===== src/rtl/vact_pkg.sv =====
`timescale 1ns/1ps
package vact_pkg;
    localparam int CNT_W     = 11;
    localparam int POS_W     = 10;
    localparam int REF_PIX   = 720;
    localparam int REF_W     = $clog2(REF_PIX + 1);
    localparam int DVD_W     = POS_W + 1 + REF_W;
    localparam int CUT_CYC   = 4;
    localparam int WIN_GUARD = 24;
    localparam int RAW_START = 150;
    localparam int RAW_LEN   = 1140;
    localparam int SLC_START = 726;
    localparam int SLC_LEN   = 64;

    typedef logic [CNT_W-1:0] pix_t;
    typedef logic [POS_W-1:0] pos_t;

    typedef enum logic [1:0] {
        LN_WINDOW = 2'd0,
        LN_FREE   = 2'd1,
        LN_RAW    = 2'd2,
        LN_SLICED = 2'd3
    } line_kind_e;

    typedef struct packed {
        line_kind_e kind;
        logic       vbi_on;
        pos_t       hbeg;
        pos_t       hlen;
        pos_t       npix;
        pos_t       fstart;
        pos_t       fend;
    } line_cfg_t;

    typedef struct packed {
        pix_t first;
        pix_t stop;
        logic valid;
    } span_t;

    localparam logic [DVD_W-1:0] PIX_MAX_W = DVD_W'((1 << CNT_W) - 1);

    function automatic pix_t sat_pix(input logic [DVD_W-1:0] v);
        if (v > PIX_MAX_W) return '1;
        return v[CNT_W-1:0];
    endfunction

    function automatic pix_t sat_add(input pix_t a, input pos_t b);
        logic [CNT_W:0] s;
        s = {1'b0, a} + (CNT_W+1)'(b);
        return s[CNT_W] ? '1 : s[CNT_W-1:0];
    endfunction
endpackage


===== src/rtl/vact_linetimer.sv =====
`timescale 1ns/1ps
module vact_linetimer
    import vact_pkg::*;
(
    input  logic clk,
    input  logic rst,
    input  logic href,
    output logic fall,
    output pix_t cnt,
    output pix_t line_len
);
    logic href_q;

    always_comb fall = href_q & ~href;

    always_ff @(posedge clk) begin
        if (rst) begin
            href_q   <= 1'b0;
            cnt      <= '0;
            line_len <= '1;
        end else begin
            href_q <= href;
            if (fall) begin
                cnt      <= '0;
                line_len <= sat_add(cnt, pos_t'(1));
            end else begin
                cnt <= sat_add(cnt, pos_t'(1));
            end
        end
    end
endmodule


===== src/rtl/vact_divider.sv =====
`timescale 1ns/1ps
module vact_divider
    import vact_pkg::*;
#(
    parameter int N_W = DVD_W,
    parameter int D_W = POS_W
) (
    input  logic           clk,
    input  logic           rst,
    input  logic           start,
    input  logic [N_W-1:0] num,
    input  logic [D_W-1:0] den,
    output logic [N_W-1:0] quo,
    output logic           done
);
    localparam int STEP_W = $clog2(N_W + 1);

    logic [N_W-1:0]    num_sh;
    logic [D_W-1:0]    rem;
    logic [D_W-1:0]    den_q;
    logic [STEP_W-1:0] steps;
    logic [D_W:0]      trial;
    logic [D_W:0]      diff;
    logic              fits;

    always_comb begin
        trial = {rem, num_sh[N_W-1]};
        fits  = trial >= {1'b0, den_q};
        diff  = trial - {1'b0, den_q};
    end

    always_ff @(posedge clk) begin
        if (rst) begin
            num_sh <= '0;
            rem    <= '0;
            den_q  <= '0;
            quo    <= '0;
            steps  <= '0;
            done   <= 1'b0;
        end else begin
            done <= 1'b0;
            if (start) begin
                num_sh <= num;
                den_q  <= den;
                rem    <= '0;
                quo    <= '0;
                steps  <= STEP_W'(N_W);
            end else if (steps != '0) begin
                num_sh <= num_sh << 1;
                rem    <= fits ? diff[D_W-1:0] : trial[D_W-1:0];
                quo    <= {quo[N_W-2:0], fits};
                steps  <= steps - 1'b1;
                if (steps == STEP_W'(1)) done <= 1'b1;
            end
        end
    end
endmodule


===== src/rtl/vact_span.sv =====
`timescale 1ns/1ps
module vact_span
    import vact_pkg::*;
(
    input  logic             clk,
    input  logic             rst,
    input  logic             fall,
    input  line_cfg_t        cfg_in,
    input  logic [DVD_W-1:0] quo,
    input  logic             done,
    output logic [DVD_W-1:0] num,
    output pos_t             den,
    output span_t            span,
    output pix_t             stat
);
    logic           narrow;
    logic [POS_W:0] base;
    line_kind_e     kind_q;
    logic           narrow_q;
    pos_t           hlen_q;
    pix_t           q_sat;
    pix_t           ws;
    pix_t           we;
    pix_t           first;

    always_comb begin
        narrow = (cfg_in.npix != '0) && (cfg_in.npix < pos_t'(REF_PIX));
        den    = (cfg_in.npix == '0) ? pos_t'(REF_PIX) : cfg_in.npix;
        base   = narrow ? ({1'b0, cfg_in.hbeg} + {1'b0, cfg_in.hlen})
                        : {1'b0, cfg_in.hbeg};
        num    = DVD_W'(base) * DVD_W'(REF_PIX);
    end

    always_comb begin
        q_sat = sat_pix(quo);
        ws    = narrow_q ? (q_sat - pix_t'(hlen_q)) : q_sat;
        we    = sat_add(ws, hlen_q);
        first = (ws < pix_t'(WIN_GUARD)) ? pix_t'(WIN_GUARD) : ws;
    end

    always_ff @(posedge clk) begin
        if (rst) begin
            kind_q   <= LN_WINDOW;
            narrow_q <= 1'b0;
            hlen_q   <= '0;
            span     <= '0;
            stat     <= '0;
        end else if (fall) begin
            kind_q   <= cfg_in.kind;
            narrow_q <= narrow;
            hlen_q   <= cfg_in.hlen;
            case (cfg_in.kind)
                LN_FREE: begin
                    span.first <= pix_t'(cfg_in.fstart);
                    span.stop  <= pix_t'(cfg_in.fend);
                    span.valid <= 1'b1;
                end
                LN_RAW: begin
                    span.first <= pix_t'(RAW_START);
                    span.stop  <= pix_t'(RAW_START + RAW_LEN);
                    span.valid <= cfg_in.vbi_on;
                end
                LN_SLICED: begin
                    span.first <= pix_t'(SLC_START);
                    span.stop  <= pix_t'(SLC_START + SLC_LEN);
                    span.valid <= cfg_in.vbi_on;
                end
                default: begin
                    span.first <= '0;
                    span.stop  <= '0;
                    span.valid <= 1'b0;
                end
            endcase
        end else if (done && kind_q == LN_WINDOW) begin
            span.first <= first;
            span.stop  <= we;
            span.valid <= 1'b1;
            stat       <= ws;
        end
    end
endmodule


===== src/rtl/vact_gen.sv =====
`timescale 1ns/1ps
module vact_gen
    import vact_pkg::*;
(
    input  logic             clk,
    input  logic             rst,
    input  logic             href,
    input  logic             free_mode,
    input  logic             vbi_line,
    input  logic             vbi_enable,
    input  logic             vbi_sliced,
    input  logic [POS_W-1:0] win_begin,
    input  logic [POS_W-1:0] win_len,
    input  logic [POS_W-1:0] out_pix,
    input  logic [POS_W-1:0] free_start,
    input  logic [POS_W-1:0] free_end,
    output logic             vact,
    output logic [CNT_W-1:0] start_status
);
    logic             fall;
    pix_t             cnt;
    pix_t             line_len;
    line_cfg_t        cfg_in;
    logic [DVD_W-1:0] num;
    pos_t             den;
    logic [DVD_W-1:0] quo;
    logic             done;
    span_t            span;
    logic [CNT_W:0]   k_next;
    logic             hit;

    always_comb begin
        if (vbi_line)       cfg_in.kind = vbi_sliced ? LN_SLICED : LN_RAW;
        else if (free_mode) cfg_in.kind = LN_FREE;
        else                cfg_in.kind = LN_WINDOW;
        cfg_in.vbi_on = vbi_enable;
        cfg_in.hbeg   = win_begin;
        cfg_in.hlen   = win_len;
        cfg_in.npix   = out_pix;
        cfg_in.fstart = free_start;
        cfg_in.fend   = free_end;
    end

    vact_linetimer i_timer (
        .clk      (clk),
        .rst      (rst),
        .href     (href),
        .fall     (fall),
        .cnt      (cnt),
        .line_len (line_len)
    );

    vact_divider #(.N_W(DVD_W), .D_W(POS_W)) i_div (
        .clk   (clk),
        .rst   (rst),
        .start (fall),
        .num   (num),
        .den   (den),
        .quo   (quo),
        .done  (done)
    );

    vact_span i_span (
        .clk    (clk),
        .rst    (rst),
        .fall   (fall),
        .cfg_in (cfg_in),
        .quo    (quo),
        .done   (done),
        .num    (num),
        .den    (den),
        .span   (span),
        .stat   (start_status)
    );

    always_comb begin
        k_next = {1'b0, cnt} + (CNT_W+1)'(1);
        hit    = span.valid
              && (k_next >= {1'b0, span.first})
              && (k_next <  {1'b0, span.stop})
              && ((k_next + (CNT_W+1)'(CUT_CYC)) < {1'b0, line_len});
    end

    always_ff @(posedge clk) begin
        if (rst) vact <= 1'b0;
        else     vact <= hit && !fall;
    end
endmodule


===== config.mk =====
export PLATFORM = sky130hd
export DESIGN_NAME = vact_gen
export DESIGN_NICKNAME = d
export VERILOG_FILES = /design/src/rtl/vact_pkg.sv /design/src/rtl/vact_linetimer.sv /design/src/rtl/vact_divider.sv /design/src/rtl/vact_span.sv /design/src/rtl/vact_gen.sv
export SDC_FILE = /design/constraint.sdc
export NUM_CORES = 1
export LEC_CHECK = 0
export ABC_AREA = 1
export BUFFER_PORTS_ARGS = -buffer_cell sky130_fd_sc_hd__clkbuf_2
export CAP_MARGIN = 20
export CORE_MARGIN = 2
export CORE_UTILIZATION = 45
export DETAILED_ROUTE_END_ITERATION = 8
export HOLD_SLACK_MARGIN = 0.03
export PLACE_DENSITY = 0.7
export SLEW_MARGIN = 10
export SYNTH_ARGS = -nofsm -noshare
export SYNTH_HDL_FRONTEND = slang
export SYNTH_SLANG_ARGS = --single-unit

===== constraint.sdc =====
create_clock -name clk -period 7.09 [get_ports clk]
set_input_delay 1.418 -clock clk [delete_from_list [all_inputs] [get_ports clk]]
set_output_delay 1.418 -clock clk [all_outputs]
set_load 0.005 [all_outputs]

Yosys cells after proc, flatten, opt, wreduce, memory -nomap -nowiden
Cells that the tools add are included.
Widths: inputs -> output; s select.
{ "classes": {"add_sub_neg": 7, "n_mul": 1, "magnitude_cmp": 7, "n_eq_ne": 4, "mux": 21, "n_bitwise": 4, "n_reduce_logical": 16} }
{ "op_table": {"columns": ["op", "n"], "rows": [
  ["$mux 11", 7],
  ["$pmux 22 s3", 1],
  ["$mux 23", 2],
  ["$mux 21", 2],
  ["$lt 12x11->1", 2],
  ["$gt 21x11->1 const B", 1],
  ["$mux 10", 2],
  ["$mul 11x6->17 const B", 1],
  ["$add 11x1->12 const B", 1],
  ["$add 11x10->12", 1],
  ["$add 12x3->12 const B", 1],
  ["$ge 12x11->1", 1],
  ["$add 10x10->11", 1],
  ["$ge 11x10->1", 1],
  ["$lt 11x5->1 const B", 1],
  ["$sub 11x10->11", 1],
  ["$logic_not 10->1", 1],
  ["$lt 10x10->1 const B", 1],
  ["$mux 5", 2],
  ["$reduce_bool 10->1", 1],
  ["$sub 10x10->10", 1],
  ["$logic_and 1x1->1", 6],
  ["$eq 5x1->1 const B", 1],
  ["$reduce_bool 5->1", 1],
  ["other kinds (13)", 20]
]} }
{ "totals": {"ff_bits": 135, "inputBits": 57, "output_inout_bits": 12} }

Logic depth before layout (Yosys ltp)
{ "depth": {"depth_word": 9, "depth_mapped": 27} }

Cells and area by module
Synthesis repeated with hierarchy kept, for this count alone.
{ "hier_totals": {"cells_unflattened": 1540, "area_unflattened_um2": 10682.7} }
{ "by_module_without_submodules": {"columns": ["module", "n_inst", "cells_per_inst", "area_per_inst_um2"], "rows": [
  ["vact_span", 1, 722, 5013.6],
  ["vact_divider", 1, 447, 3265.6],
  ["vact_gen", 1, 232, 1358.8],
  ["vact_linetimer", 1, 139, 1044.8]
]} }

Worst setup path before layout
No wires, ideal clock.
{ "synth_path": {"kind": "input port to flip-flop", "start": "input win_begin[0]", "end": "register i_div.num_sh[20]", "setup_time_ns": 0.132, "arrival_ns": 5.375, "required_ns": 6.958, "slack_ns": 1.583, "stages": 26, "path_cell_list": "ha_1 inv_1 fa_1 inv_1 a21oi_1 or2_2 nand2_1 nand2_1 nand2_1 nor2_1 o21ai_0 ha_1 inv_1 fa_1 fa_1 inv_1 ha_1 a21oi_1 o21ai_0 inv_1 nand2_1 nand2_1 nand2_1 xor2_1 o21ai_0 a21oi_1"} }
{ "synth_between": {"elab_chain_cells": 4} }
{ "synth_lines": {"columns": ["element", "line", "source"], "rows": [
  ["start: declaration", "vact_gen.sv:12", "input logic [POS_W-1:0] win_begin,"],
  ["$add 10x10->11", "vact_span.sv:29", "base = narrow ? ({1'b0, cfg_in.hbeg} + {1'b0, cfg_in.hlen})"],
  ["$mux 11 *", "vact_span.sv:29", null],
  ["$mul 11x6->17 *", "vact_span.sv:31", "num = DVD_W'(base) * DVD_W'(REF_PIX);"],
  ["$mux 21 *", "vact_divider.sv:42", "if (start) begin"],
  ["end signal: assignment", "vact_divider.sv:43", "num_sh <= num;"],
  ["end signal: assignment", "vact_divider.sv:49", "num_sh <= num_sh << 1;"],
  ["end: declaration", "vact_divider.sv:18", "logic [N_W-1:0] num_sh;"]
]} }
Mark *: on every way between the ends. The rest lies on a longest branch, timed or not.
A chain may end at the register's enable or synchronous reset.

Worst setup path in the final report
Ends and elaborated chain as after synthesis.

==> results.sh <==
export IMPL_status="finished clean"
export IMPL_placed_cell_area_um2=10230
export IMPL_criticalPathCategory="in -> reg"
export IMPL_peakVddDrop_uv=341.7
export IMPL_stdcell_area_um2=10860
export IMPL_grt_pass1_wl_um=40640
export IMPL_worstRegToRegCells=24
export IMPL_fmax_mhz=176.2
export IMPL_fin_crit_ps=5675
export IMPL_synthCells=1366
export IMPL_fp_row_count=53
export IMPL_hold_path_class="reg -> reg"
export IMPL_hold_viol_final=0
export IMPL_antenna_cells=0
export IMPL_die_area_um2=22600
export IMPL_root_buffer="clkbuf_16"
export IMPL_ctsResizeCount=0
export IMPL_rsz0062_at_grt="false"
export IMPL_cts_hold_buf=0
export IMPL_synth_main_ff_cell="dfxtp_1"
export IMPL_tightest_slew_ps=869.2
export IMPL_viasPerCell=5.238
export IMPL_layout_nets=1609
export IMPL_die_x_um=150.3
export IMPL_grt_pass1_vias=8434
export IMPL_antenna_left=0
export IMPL_synth_edf_count=0
export IMPL_drc=0
export IMPL_coreArea_um2=21020
export IMPL_cts_inserted_buffers=17
export IMPL_grt_overflow_total=0
export IMPL_wirelength_um=24700
export IMPL_avgRoutedWirePerCell_um=14.42
export IMPL_crit_path_start="win_begin[0]"
export IMPL_synth_top_cells_by_area="dfxtp_1, ha_1, nand2_1"
export IMPL_ys_ff_latch=135
export IMPL_relSlewSlack=0.4191
export IMPL_maxCapViolations=0
export IMPL_yosysTopAreaCell="dfxtp_1"
export IMPL_crit_path_end="i_div.num_sh[20]"
export IMPL_ios=69
export IMPL_finalSetupTns_ps=0
export IMPL_r2r_start="i_div.quo[14]"
export IMPL_drv_slew=0
export IMPL_skew_ps=10.31
export IMPL_synth_cell_types=47
export IMPL_detailedRoute_firstPassIterationCount=5
export IMPL_cts_tree="built"
export IMPL_rrSetupSlack_ps=3040
export IMPL_cts_sinks=135
export IMPL_grt_use_total=0.2270
export IMPL_synth_top_area_share=0.2805
export IMPL_async_reset_ff_frac=0
export IMPL_ys_top_cells_by_count="nand2_1, inv_1, dfxtp_1, ha_1, o21ai_0"
export IMPL_period_share=0.8004
export IMPL_port_buffers=68
export IMPL_p_leak_nw=5.285
export IMPL_cts_setup_buffers=0
export IMPL_syn_area_um2=9634
export IMPL_syn_area_per_cell_um2=7.053
export IMPL_syn2layout_area_growth_pct=12.75
export IMPL_clock_latency_ps=430
export IMPL_fillers=2079
export IMPL_end_kind="register"
export IMPL_cts_buffer_depth=2
export IMPL_die_h_um=150.3
export IMPL_power_density_nw_per_um2=310.4
export IMPL_grt_max_degree=53
export IMPL_globalplace_congestion=0.9246
export IMPL_dr_total_vias=8972
export IMPL_hpwl_um=19050
export IMPL_arrival_ps=5950
export IMPL_htree_num_levels=4
export IMPL_rr_endpoint="i_span.span[7]"
export IMPL_yosysMostFrequentCell="nand2_1"
export IMPL_synth_nets=1550
export IMPL_setup_violations=0
export IMPL_antenna_found_initial=0
export IMPL_cp_max_fo=4
export IMPL_drive_above_1_share=0.09736
export IMPL_synth_warnings=0
export IMPL_cts_clk_slew_worst_paths_ps=60
export IMPL_worstSetupStartpointType="input pin"
export IMPL_ys_seq_area_frac=0.2805
export IMPL_critPathRequiredTime_ps=7370
export IMPL_drt_initial_drc_count=560
export IMPL_start_util=0.4583
-- worst min-delay path by stage --
| stage | from | end | cells past startpoint | slack [ps] |
|---|---|---|---|---|
| floorplan | i_div.num_sh[4] | i_div.num_sh[4] | 2 | 430 |
| detailed placement | i_span.stat[0] | i_span.stat[0] | 2 | 460 |
| CTS | i_span.stat[0] | i_span.stat[0] | 2 | 460 |
| finish | i_span.stat[7] | i_span.stat[7] | 2 | 470 |
| global placement | i_div.num_sh[4] | i_div.num_sh[4] | 2 | 450 |
| global route | i_div.num_sh[16] | i_div.num_sh[16] | 2 | 480 |
-- where the power goes --
part	switching (mW)	internal, mW
clock	0.348	0.592
combinational	0.995	0.565
sequential	0.0412	0.831
total	1.38	1.99
-- cells by family after synthesis --
group,count (synthesis),synth area share
adders and majority gates,127,0.1805
DFF,135,0.2805
AOI/OAI and AO/OA,290,0.1732
and+or+nand+nor,490,0.2166
buffers and inverters,286,0.1118
xor gates and xnor gates,38,0.03727
-- layout make-up --
type	count	area, um2	share of cell area
clock inverters	10	143.9	0.01325
multi-input cells	945	5857	0.5392
clock buffers	22	484.2	0.04458
repair buffers	74	385.4	0.03548
well taps	275	344.1	0.03167
flip-flops and latches	135	2703	0.2488
inverters	252	945.9	0.08708
-- critical path: stages --
cell and delay [ps]:
clkbuf_2 90, ha_1 220, inv_1 90, fa_1 430, inv_1 100, a21oi_1 80, or2_2 290, nand2_1 60
nand2_1 50, nand2_1 70, nor2_1 40, o21ai_0 300, ha_1 290, inv_1 130, fa_1 480, fa_1 520
inv_1 40, ha_1 340, a21oi_1 200, o21ai_0 110, inv_1 60, nand2_1 70, nand2_1 60, nand2_1 50
xor2_1 130, o21ai_0 150, a21oi_1 80
-- sequential cells by signal, summed over array words and instances (netlist names) --
signal            cells
i_span.span          23
i_div.quo            21
i_div.num_sh         17
i_span.stat          11
i_timer.cnt          11
i_timer.line_len     11
i_div.den_q          10
i_div.rem            10
i_span.hlen_q        10
i_div.steps           5
i_span.kind_q         2
i_div.done            1
i_span.narrow_q       1
i_timer.href_q        1
vact                  1
-- per-stage QoR --
stage          total power [mW]  utilization  cells  setup WS, ps  hold WS, ps
4_1_cts                   3.383       0.5168   1713          1471        464.9
6_report                  3.372       0.5168   1713          1415        465.2
2_1_floorplan             2.081            -   1366          1583        429.1
3_5_place_dp              2.434       0.4869   1681          1037        455.3
5_1_grt                   3.674       0.5168   1713          1028        483.6
3_3_place_gp              2.419       0.4869   1681          1164        446.5
-- per-layer routing --
layer | routed length (um) | global-route usage | part of all wire | vias up
met3 | 1127 | 0.03242 | 0.046 | 41
met4 | 672 | 0.08585 | 0.027 | 0
met1 | 11490 | 0.2975 | 0.46 | 4120
met5 | 0 | 0 | 0 | -
li1 | - | - | - | 4572
met2 | 11420 | 0.3784 | 0.46 | 239
-- layout by cell type (no fill, tap or decap), types with 7 or more instances in the layout --
| cell type | instances |
|---|---|
| nor2_1 | 82 |
| clkbuf_2 | 68 |
| o211ai_1 | 11 |
| dfxtp_1 | 135 |
| ha_1 | 107 |
| xor2_1 | 28 |
| nand4_1 | 8 |
| a21oi_1 | 91 |
| inv_1 | 246 |
| nand3_1 | 64 |
| fa_1 | 20 |
| nor3_1 | 11 |
| o21bai_1 | 7 |
| a31oi_1 | 22 |
| nand2_1 | 293 |
| clkbuf_16 | 17 |
| o22ai_1 | 30 |
| o21ai_0 | 95 |
| xnor2_1 | 8 |
| nor2_2 | 8 |
Note: power is estimated with default switching activity, not from simulation.
